--- src/rtl/dref_pkg.sv ---
package dref_pkg;

  typedef enum logic [2:0] {
    S_PAUSE, S_BURST, S_READY, S_GRANT, S_REFRESH, S_HOLD
  } seq_state_t;

  typedef enum logic [1:0] {
    E_IDLE, E_SETUP, E_STROBE, E_PRECH
  } cbr_phase_t;

  // Round a nanosecond time up to whole clock cycles, never below one.
  function automatic int unsigned ns_to_cycles(input int unsigned ns,
                                               input int unsigned clk_ns);
    int unsigned c;
    c = (ns + clk_ns - 1) / clk_ns;
    return (c == 0) ? 1 : c;
  endfunction

endpackage

--- src/rtl/dref_interval.sv ---
module dref_interval #(
  parameter int unsigned INT_C    = 3125,
  parameter int unsigned DEBT_MAX = 4
) (
  input  logic clk,
  input  logic rst,
  input  logic en,
  input  logic take,
  output logic pending
);
  localparam int unsigned IW = $clog2(INT_C + 1);
  localparam int unsigned DW = $clog2(DEBT_MAX + 1);

  logic [IW-1:0] cnt;
  logic [DW-1:0] debt;
  logic          tick;

  always_comb tick = (cnt == IW'(INT_C - 1));

  always_ff @(posedge clk) begin
    if (rst || !en) begin
      cnt  <= '0;
      debt <= '0;
    end else begin
      cnt <= tick ? '0 : cnt + 1'b1;
      case ({tick, take})
        2'b10:   if (debt != DW'(DEBT_MAX)) debt <= debt + 1'b1;
        2'b01:   if (debt != '0) debt <= debt - 1'b1;
        default: ;
      endcase
    end
  end

  assign pending = (debt != '0);

endmodule

--- src/rtl/dref_cbr_engine.sv ---
module dref_cbr_engine
  import dref_pkg::*;
#(
  parameter int unsigned SETUP_C  = 2,
  parameter int unsigned STROBE_C = 12,
  parameter int unsigned HOLD_C   = 2,
  parameter int unsigned PRECH_C  = 9
) (
  input  logic clk,
  input  logic rst,
  input  logic start,
  output logic busy,
  output logic done,
  output logic ras_n,
  output logic cas_n
);
  localparam int unsigned M1   = (SETUP_C > STROBE_C) ? SETUP_C : STROBE_C;
  localparam int unsigned MAXC = (M1 > PRECH_C) ? M1 : PRECH_C;
  localparam int unsigned CW   = $clog2(MAXC + 1);

  cbr_phase_t    phase;
  logic [CW-1:0] cnt;

  always_ff @(posedge clk) begin
    if (rst) begin
      phase <= E_IDLE;
      cnt   <= '0;
      ras_n <= 1'b1;
      cas_n <= 1'b1;
      done  <= 1'b0;
    end else begin
      done <= 1'b0;
      unique case (phase)
        E_IDLE: if (start) begin
          phase <= E_SETUP;
          cnt   <= '0;
          cas_n <= 1'b0;
        end
        E_SETUP: if (cnt == CW'(SETUP_C - 1)) begin
          phase <= E_STROBE;
          cnt   <= '0;
          ras_n <= 1'b0;
        end else cnt <= cnt + 1'b1;
        E_STROBE: begin
          if (cnt == CW'(HOLD_C - 1)) cas_n <= 1'b1;
          if (cnt == CW'(STROBE_C - 1)) begin
            phase <= E_PRECH;
            cnt   <= '0;
            ras_n <= 1'b1;
          end else cnt <= cnt + 1'b1;
        end
        E_PRECH: if (cnt == CW'(PRECH_C - 1)) begin
          phase <= E_IDLE;
          cnt   <= '0;
          done  <= 1'b1;
        end else cnt <= cnt + 1'b1;
        default: phase <= E_IDLE;
      endcase
    end
  end

  assign busy = (phase != E_IDLE);

endmodule

--- src/rtl/dref_ctrl.sv ---
module dref_ctrl
  import dref_pkg::*;
#(
  parameter int unsigned PAUSE_C = 40000,
  parameter int unsigned INIT_N  = 8,
  parameter int unsigned IDLE_C  = 1600000
) (
  input  logic clk,
  input  logic rst,
  input  logic acc_req,
  input  logic quiesce,
  input  logic pending,
  input  logic eng_done,
  output logic launch,
  output logic take,
  output logic acc_gnt,
  output logic init_done
);
  localparam int unsigned PW = $clog2(PAUSE_C + 1);
  localparam int unsigned BW = $clog2(INIT_N + 1);
  localparam int unsigned IW = $clog2(IDLE_C + 2);

  seq_state_t    state;
  logic [PW-1:0] pause_cnt;
  logic [BW-1:0] burst_cnt;
  logic [IW-1:0] idle_cnt;

  always_ff @(posedge clk) begin
    if (rst) begin
      state     <= S_PAUSE;
      pause_cnt <= '0;
      burst_cnt <= '0;
      idle_cnt  <= '0;
      launch    <= 1'b0;
      take      <= 1'b0;
      acc_gnt   <= 1'b0;
      init_done <= 1'b0;
    end else begin
      launch <= 1'b0;
      take   <= 1'b0;
      unique case (state)
        S_PAUSE: if (pause_cnt == PW'(PAUSE_C - 1)) begin
          state     <= S_BURST;
          burst_cnt <= '0;
          launch    <= 1'b1;
        end else pause_cnt <= pause_cnt + 1'b1;
        S_BURST: if (eng_done) begin
          if (burst_cnt == BW'(INIT_N - 1)) begin
            state     <= S_READY;
            init_done <= 1'b1;
          end else begin
            burst_cnt <= burst_cnt + 1'b1;
            launch    <= 1'b1;
          end
        end
        S_READY: begin
          if (quiesce) begin
            state    <= S_HOLD;
            idle_cnt <= '0;
          end else if (pending) begin
            state  <= S_REFRESH;
            launch <= 1'b1;
            take   <= 1'b1;
          end else if (acc_req) begin
            state   <= S_GRANT;
            acc_gnt <= 1'b1;
          end
        end
        S_GRANT: if (!acc_req) begin
          state   <= S_READY;
          acc_gnt <= 1'b0;
        end
        S_REFRESH: if (eng_done) state <= S_READY;
        S_HOLD: begin
          if (!quiesce) begin
            if (idle_cnt > IW'(IDLE_C)) begin
              state     <= S_BURST;
              init_done <= 1'b0;
              burst_cnt <= '0;
              launch    <= 1'b1;
            end else state <= S_READY;
          end else if (idle_cnt != IW'(IDLE_C + 1)) begin
            idle_cnt <= idle_cnt + 1'b1;
          end
        end
        default: state <= S_PAUSE;
      endcase
    end
  end

endmodule

--- src/rtl/dram_refresh_seq.sv ---
module dram_refresh_seq
  import dref_pkg::*;
#(
  parameter int unsigned CLK_NS      = 5,
  parameter int unsigned PAUSE_NS    = 200000,
  parameter int unsigned REF_INT_NS  = 15625,
  parameter int unsigned IDLE_NS     = 8000000,
  parameter int unsigned TRP_NS      = 40,
  parameter int unsigned TRAS_NS     = 60,
  parameter int unsigned TRC_NS      = 104,
  parameter int unsigned TCSR_NS     = 10,
  parameter int unsigned TCHR_NS     = 10,
  parameter int unsigned INIT_CYCLES = 8,
  parameter int unsigned DEBT_MAX    = 4
) (
  input  logic clk,
  input  logic rst,
  input  logic acc_req,
  input  logic quiesce,
  output logic acc_gnt,
  output logic init_done,
  output logic ref_busy,
  output logic ras_n,
  output logic ucas_n,
  output logic lcas_n
);
  localparam int unsigned PAUSE_C  = ns_to_cycles(PAUSE_NS, CLK_NS);
  localparam int unsigned INT_C    = ns_to_cycles(REF_INT_NS, CLK_NS);
  localparam int unsigned IDLE_C   = ns_to_cycles(IDLE_NS, CLK_NS);
  localparam int unsigned SETUP_C  = ns_to_cycles(TCSR_NS, CLK_NS);
  localparam int unsigned STROBE_C = ns_to_cycles(TRAS_NS, CLK_NS);
  localparam int unsigned HOLD_RAW = ns_to_cycles(TCHR_NS, CLK_NS);
  localparam int unsigned HOLD_C   = (HOLD_RAW > STROBE_C) ? STROBE_C : HOLD_RAW;
  localparam int unsigned TRP_C    = ns_to_cycles(TRP_NS, CLK_NS);
  localparam int unsigned TRC_C    = ns_to_cycles(TRC_NS, CLK_NS);
  localparam int unsigned PRECH_C  = (TRC_C > STROBE_C + TRP_C) ? TRC_C - STROBE_C : TRP_C;

  logic launch, take, pending, eng_done, eng_busy, cas_n;

  dref_ctrl #(
    .PAUSE_C (PAUSE_C),
    .INIT_N  (INIT_CYCLES),
    .IDLE_C  (IDLE_C)
  ) u_ctrl (
    .clk       (clk),
    .rst       (rst),
    .acc_req   (acc_req),
    .quiesce   (quiesce),
    .pending   (pending),
    .eng_done  (eng_done),
    .launch    (launch),
    .take      (take),
    .acc_gnt   (acc_gnt),
    .init_done (init_done)
  );

  dref_interval #(
    .INT_C    (INT_C),
    .DEBT_MAX (DEBT_MAX)
  ) u_interval (
    .clk     (clk),
    .rst     (rst),
    .en      (init_done),
    .take    (take),
    .pending (pending)
  );

  dref_cbr_engine #(
    .SETUP_C  (SETUP_C),
    .STROBE_C (STROBE_C),
    .HOLD_C   (HOLD_C),
    .PRECH_C  (PRECH_C)
  ) u_engine (
    .clk   (clk),
    .rst   (rst),
    .start (launch),
    .busy  (eng_busy),
    .done  (eng_done),
    .ras_n (ras_n),
    .cas_n (cas_n)
  );

  assign ucas_n   = cas_n;
  assign lcas_n   = cas_n;
  assign ref_busy = eng_busy;

endmodule

--- config.mk ---
export PLATFORM = sky130hd
export DESIGN_NAME = dram_refresh_seq
export DESIGN_NICKNAME = d
export VERILOG_FILES = /design/src/rtl/dref_pkg.sv /design/src/rtl/dref_interval.sv /design/src/rtl/dref_cbr_engine.sv /design/src/rtl/dref_ctrl.sv /design/src/rtl/dram_refresh_seq.sv
export SDC_FILE = /design/constraint.sdc
export NUM_CORES = 1
export LEC_CHECK = 0
export BUFFER_PORTS_ARGS = -buffer_cell sky130_fd_sc_hd__buf_2
export CAP_MARGIN = 20
export CORE_ASPECT_RATIO = 1.25
export CORE_UTILIZATION = 25
export CTS_BUF_LIST = sky130_fd_sc_hd__clkbuf_16
export CTS_CLUSTER_SIZE = 24
export DETAILED_ROUTE_END_ITERATION = 10
export MAX_ROUTING_LAYER = met4
export PLACE_DENSITY = 0.43
export RECOVER_POWER = 50
export SYNTH_ARGS = -nofsm -noshare
export SYNTH_HDL_FRONTEND = slang
export SYNTH_SLANG_ARGS = --single-unit
--- constraint.sdc ---
create_clock -name clk -period 3.8 [get_ports clk]
set_input_delay 0 -clock clk [delete_from_list [all_inputs] [get_ports clk]]
set_output_delay 0 -clock clk [all_outputs]
set_load 0.1 [all_outputs]
==> impl_results.md <==
- Period minus WS final: approximately 2.4 ns
- Gr ovfl total: 0
- Top FF cell, synth: dfxtp_1
- Synthesized area: 3855 µm²
- Slowest CP cell: or4_1
- Outcome: completed
- Setup WS post-layout: approximately 1.4 ns
- Critical Path AT: 2.68 ns
- DR vias: about 3200
- Remaining routing DRC violations: 0
- Met3 WL post-DR: between 200 and 250 µm
- Syn_nets: 478
- Number of cell rows: 50
- Hold WS: 0.04650 ns
- Critical path fanouts, max: 10
- Clk buf depth: 2
- Hold Path Origin: acc_req
- GPL Wtd Cong: between 0.7 and 0.8
- Crit. End Element: flip-flop
- Diode count: 0
- CTS tree: yes
- Proportion of synthesized chip area in sequential cells: approximately 37%
- Post_cts resized: 0
- Syn_area_per_cell: ~8.4 µm²
- Maximum clock rate: 408.8 MHz
- Post-Synthesis Cells: ~460
- Clock transition at path regs: roughly 0.06 ns
- Highest routed layer: met4
- WL met2: 4084 µm
- CTS Hold Bufs: 1
- Final HPWL DP: around 6000 µm
- Launching point of the worst reg2reg path: u_ctrl.pause_cnt[0]$_SDFFE_PP0P_
- Routed WL: 8482 µm
- Netlist cell types: 63
- Tightest Pin Transition: 1.233 ns
- Asr flop ratio synth: 0%
- Core area: about 15000 µm²
- H-tree levels: 3
- First-pass GRT wire length: about 14000 µm
- Layout cells sized above 1: ~6.4%
- ANT nets after route: 0
- Total chip power: about 0.0019 W
- Cell breakdown of the critical path: ha_1, or4b_1, or4_1, a211oi_4, o21ai_2, a31o_1
- Number of setup violations in the final report: 0
- Initial Utilization: between 20% and 30%
- Skew final: approximately 0.0076 ns
- Area contributors post-synth: dfxtp_1, xor2_1, nor2_1, ha_1, nand3_1
- TritonCTS buffer count: 9
- Number of I/O pins: 10
- Worst Path Required: between 4 and 5 ns
- Root buffer cell: clkbuf_16
- Finished Core Util: around 29%
- Hold Violations, Final: 0
- Crit-path leading delay family: simple AND/OR/NAND/NOR gates
- Chip Width: approximately 110 µm
- Initial antenna violation count: 0
- DRT iter0 DRCs: roughly 140
- IO Port Bufs: 9
- Total Nets Final: ~480
- Slew Limit Headroom: between 10% and 20%
- Setup CP Type: flip-flop to flip-flop
- Worst hold path class: input port to flip-flop
- Crit path from: u_ctrl.pause_cnt[0]$_SDFFE_PP0P_
- Synth top area share: between 30% and 40%
- PD cells: around 430 nW/µm²
- RSZ-0062 raised after global routing: no
- Peak VDD IR: 161.9 µV
- Drt first pass iters: 4
- # Post-CTS Setup Buffers: 0
- Total of max-cap violations: 0
- Avg WL per Cell: 13.03 µm
- Clock sink count: between 70 and 80
- DR vias/cell: between 4 and 5
- Synth warn: 0
- Setup WS pre-CTS: 1.344 ns
- Setup tns final: 0 ns
- Largest net degree at the start of global routing: 39
- Worst Path Buf+Inv: 0
- Vias in the first global route: 2989
- Lkg Pwr: roughly 1.4 nW
- Gr usage total: between 10% and 20%
- Clock latency on the worst-skew pair: approximately 0.34 ns
- Worst Setup Start Kind: flip-flop
- Area Overhead vs Synth: 11.72%
- Post-synth EDFFs: 0
- #FFs+latches synth: between 70 and 80
- Final Cycle Share: ~64%
- Die area: about 16000 µm²
- Die H: approximately 140 µm
- Yosys top cell by area: dfxtp_1
- Final Max Slew Viols: 0
- CP max stage delay: around 0.63 ns
- M1 WL: around 4000 µm
-- worst reg2reg max path: cells and delay by family (launching register included) --
family                   cells  cell delay (ns)
AND/OR/NAND/NOR              2             1.05
AO/OA/AOI/OAI                3             0.69
flip-flops                   1             0.36
adder cells (fa/ha/maj)      1             0.23
-- kinds of logic (layout without fill, tap and decap cells) --
group	count (synthesis)	count (layout)	synth area share (%)
xor gates and xnor gates	35	35	7.952
muxes	5	5	1.331
buffers and inverters	36	47	4.414
DFF	72	72	37.39
AOI/OAI and AO/OA	76	76	13.08
and+or+nand+nor	218	218	30.45
adders and majority gates	16	16	5.388
-- through the flow --
stage / cell area, µm² / cells
2_1_floorplan: 3855 / 458
3_3_place_gp: 4040 / 634
3_5_place_dp: 4040 / 634
4_1_cts: 4314 / 651
5_1_grt: 4307 / 651
6_report: 4307 / 651
-- registers in the layout, summed over array words and instances, names as in the netlist --
| name | cells |
|---|---|
| u_ctrl.init_done | 1 |
| u_ctrl.idle_cnt | 21 |
| u_engine.done | 1 |
| u_engine.phase | 2 |
| u_engine.cnt | 4 |
| u_interval.debt | 3 |
| u_ctrl.state | 3 |
| u_ctrl.launch | 1 |
| u_engine.ras_n | 1 |
| u_ctrl.burst_cnt | 4 |
| u_ctrl.take | 1 |
| u_interval.cnt | 12 |
| u_ctrl.acc_gnt | 1 |
| u_ctrl.pause_cnt | 16 |
| u_engine.cas_n | 1 |
-- power by group --
group	switching, W	internal (W)
clock network	0.000327	0.000433
logic	0.000197	0.0000792
registers	0.0000373	0.000784
total	0.000561	0.00130
-- metal layers --
layer	global-route usage, %	vias up
met5	-	-
met1	13.82	1532
met3	2.580	13
met2	18.31	37
li1	-	1658
met4	6.302	0
-- synthesized netlist by cell type (all sizes together) (2+ instances only) --
| library cell | count |
|---|---|
| inv | 20 |
| nand3b | 6 |
| xnor2 | 8 |
| mux2i | 4 |
| a31oi | 4 |
| and3 | 10 |
| nand3 | 28 |
| or4b | 4 |
| a21o | 2 |
| nor4bb | 2 |
| and4 | 4 |
| nand2 | 33 |
| nor3b | 2 |
| o21a | 3 |
| a21oi | 22 |
| nor2b | 3 |
| nor4b | 3 |
| nand4 | 19 |
| o31ai | 7 |
| dfxtp | 72 |
| or3 | 9 |
| and2 | 5 |
| clkbuf | 11 |
| or4 | 4 |
| nor4 | 6 |
| ha | 15 |
| buf | 5 |
| o21ai | 17 |
| nand4b | 3 |
| nor3 | 10 |
| xor2 | 27 |
| o311a | 2 |
| nand2b | 2 |
| nor2 | 58 |
| o211ai | 2 |
| or3b | 3 |
| a211oi | 9 |
-- layout by cell type, fill, tap and decap left out, types with 4 or more instances in the layout --
cell,instances
and2_1,4
ha_1,15
nor3_1,10
a211oi_1,7
nand2_1,33
xnor2_1,8
nand3b_1,5
nor4_1,6
dfxtp_1,72
nand3_1,28
mux2i_1,4
or4_1,4
inv_1,20
or3_1,9
nand4_1,19
clkbuf_16,9
clkbuf_1,6
o21ai_0,16
o31ai_1,7
xor2_1,27
and3_1,9
a31oi_1,4
nor2_1,58
a21oi_1,22
-- final timing paths --
check | endpoint | slack, ns | cells after the start
setup / recovery | u_ctrl.burst_cnt[1]$_SDFFE_PP0P_ | 1.35 | 6
hold / removal | u_ctrl.acc_gnt$_SDFFE_PP0P_ | 0.05 | 4
setup reg to reg | u_ctrl.burst_cnt[1]$_SDFFE_PP0P_ | 1.35 | 6
hold reg to reg | u_interval.cnt[0]$_SDFF_PP0_ | 0.48 | 1
-- area by class of cell --
type / instances / area (µm²)
clock inverter: 7 / 38.79
inverter: 20 / 75.07
clock buffer: 9 / 225.2
timing repair buffer: 11 / 55.05
sequential: 72 / 1441
multi-input combinational: 350 / 2243
tap: 182 / 227.7
fill: 1614 / 10710
Power figures use the tool's default switching activity.
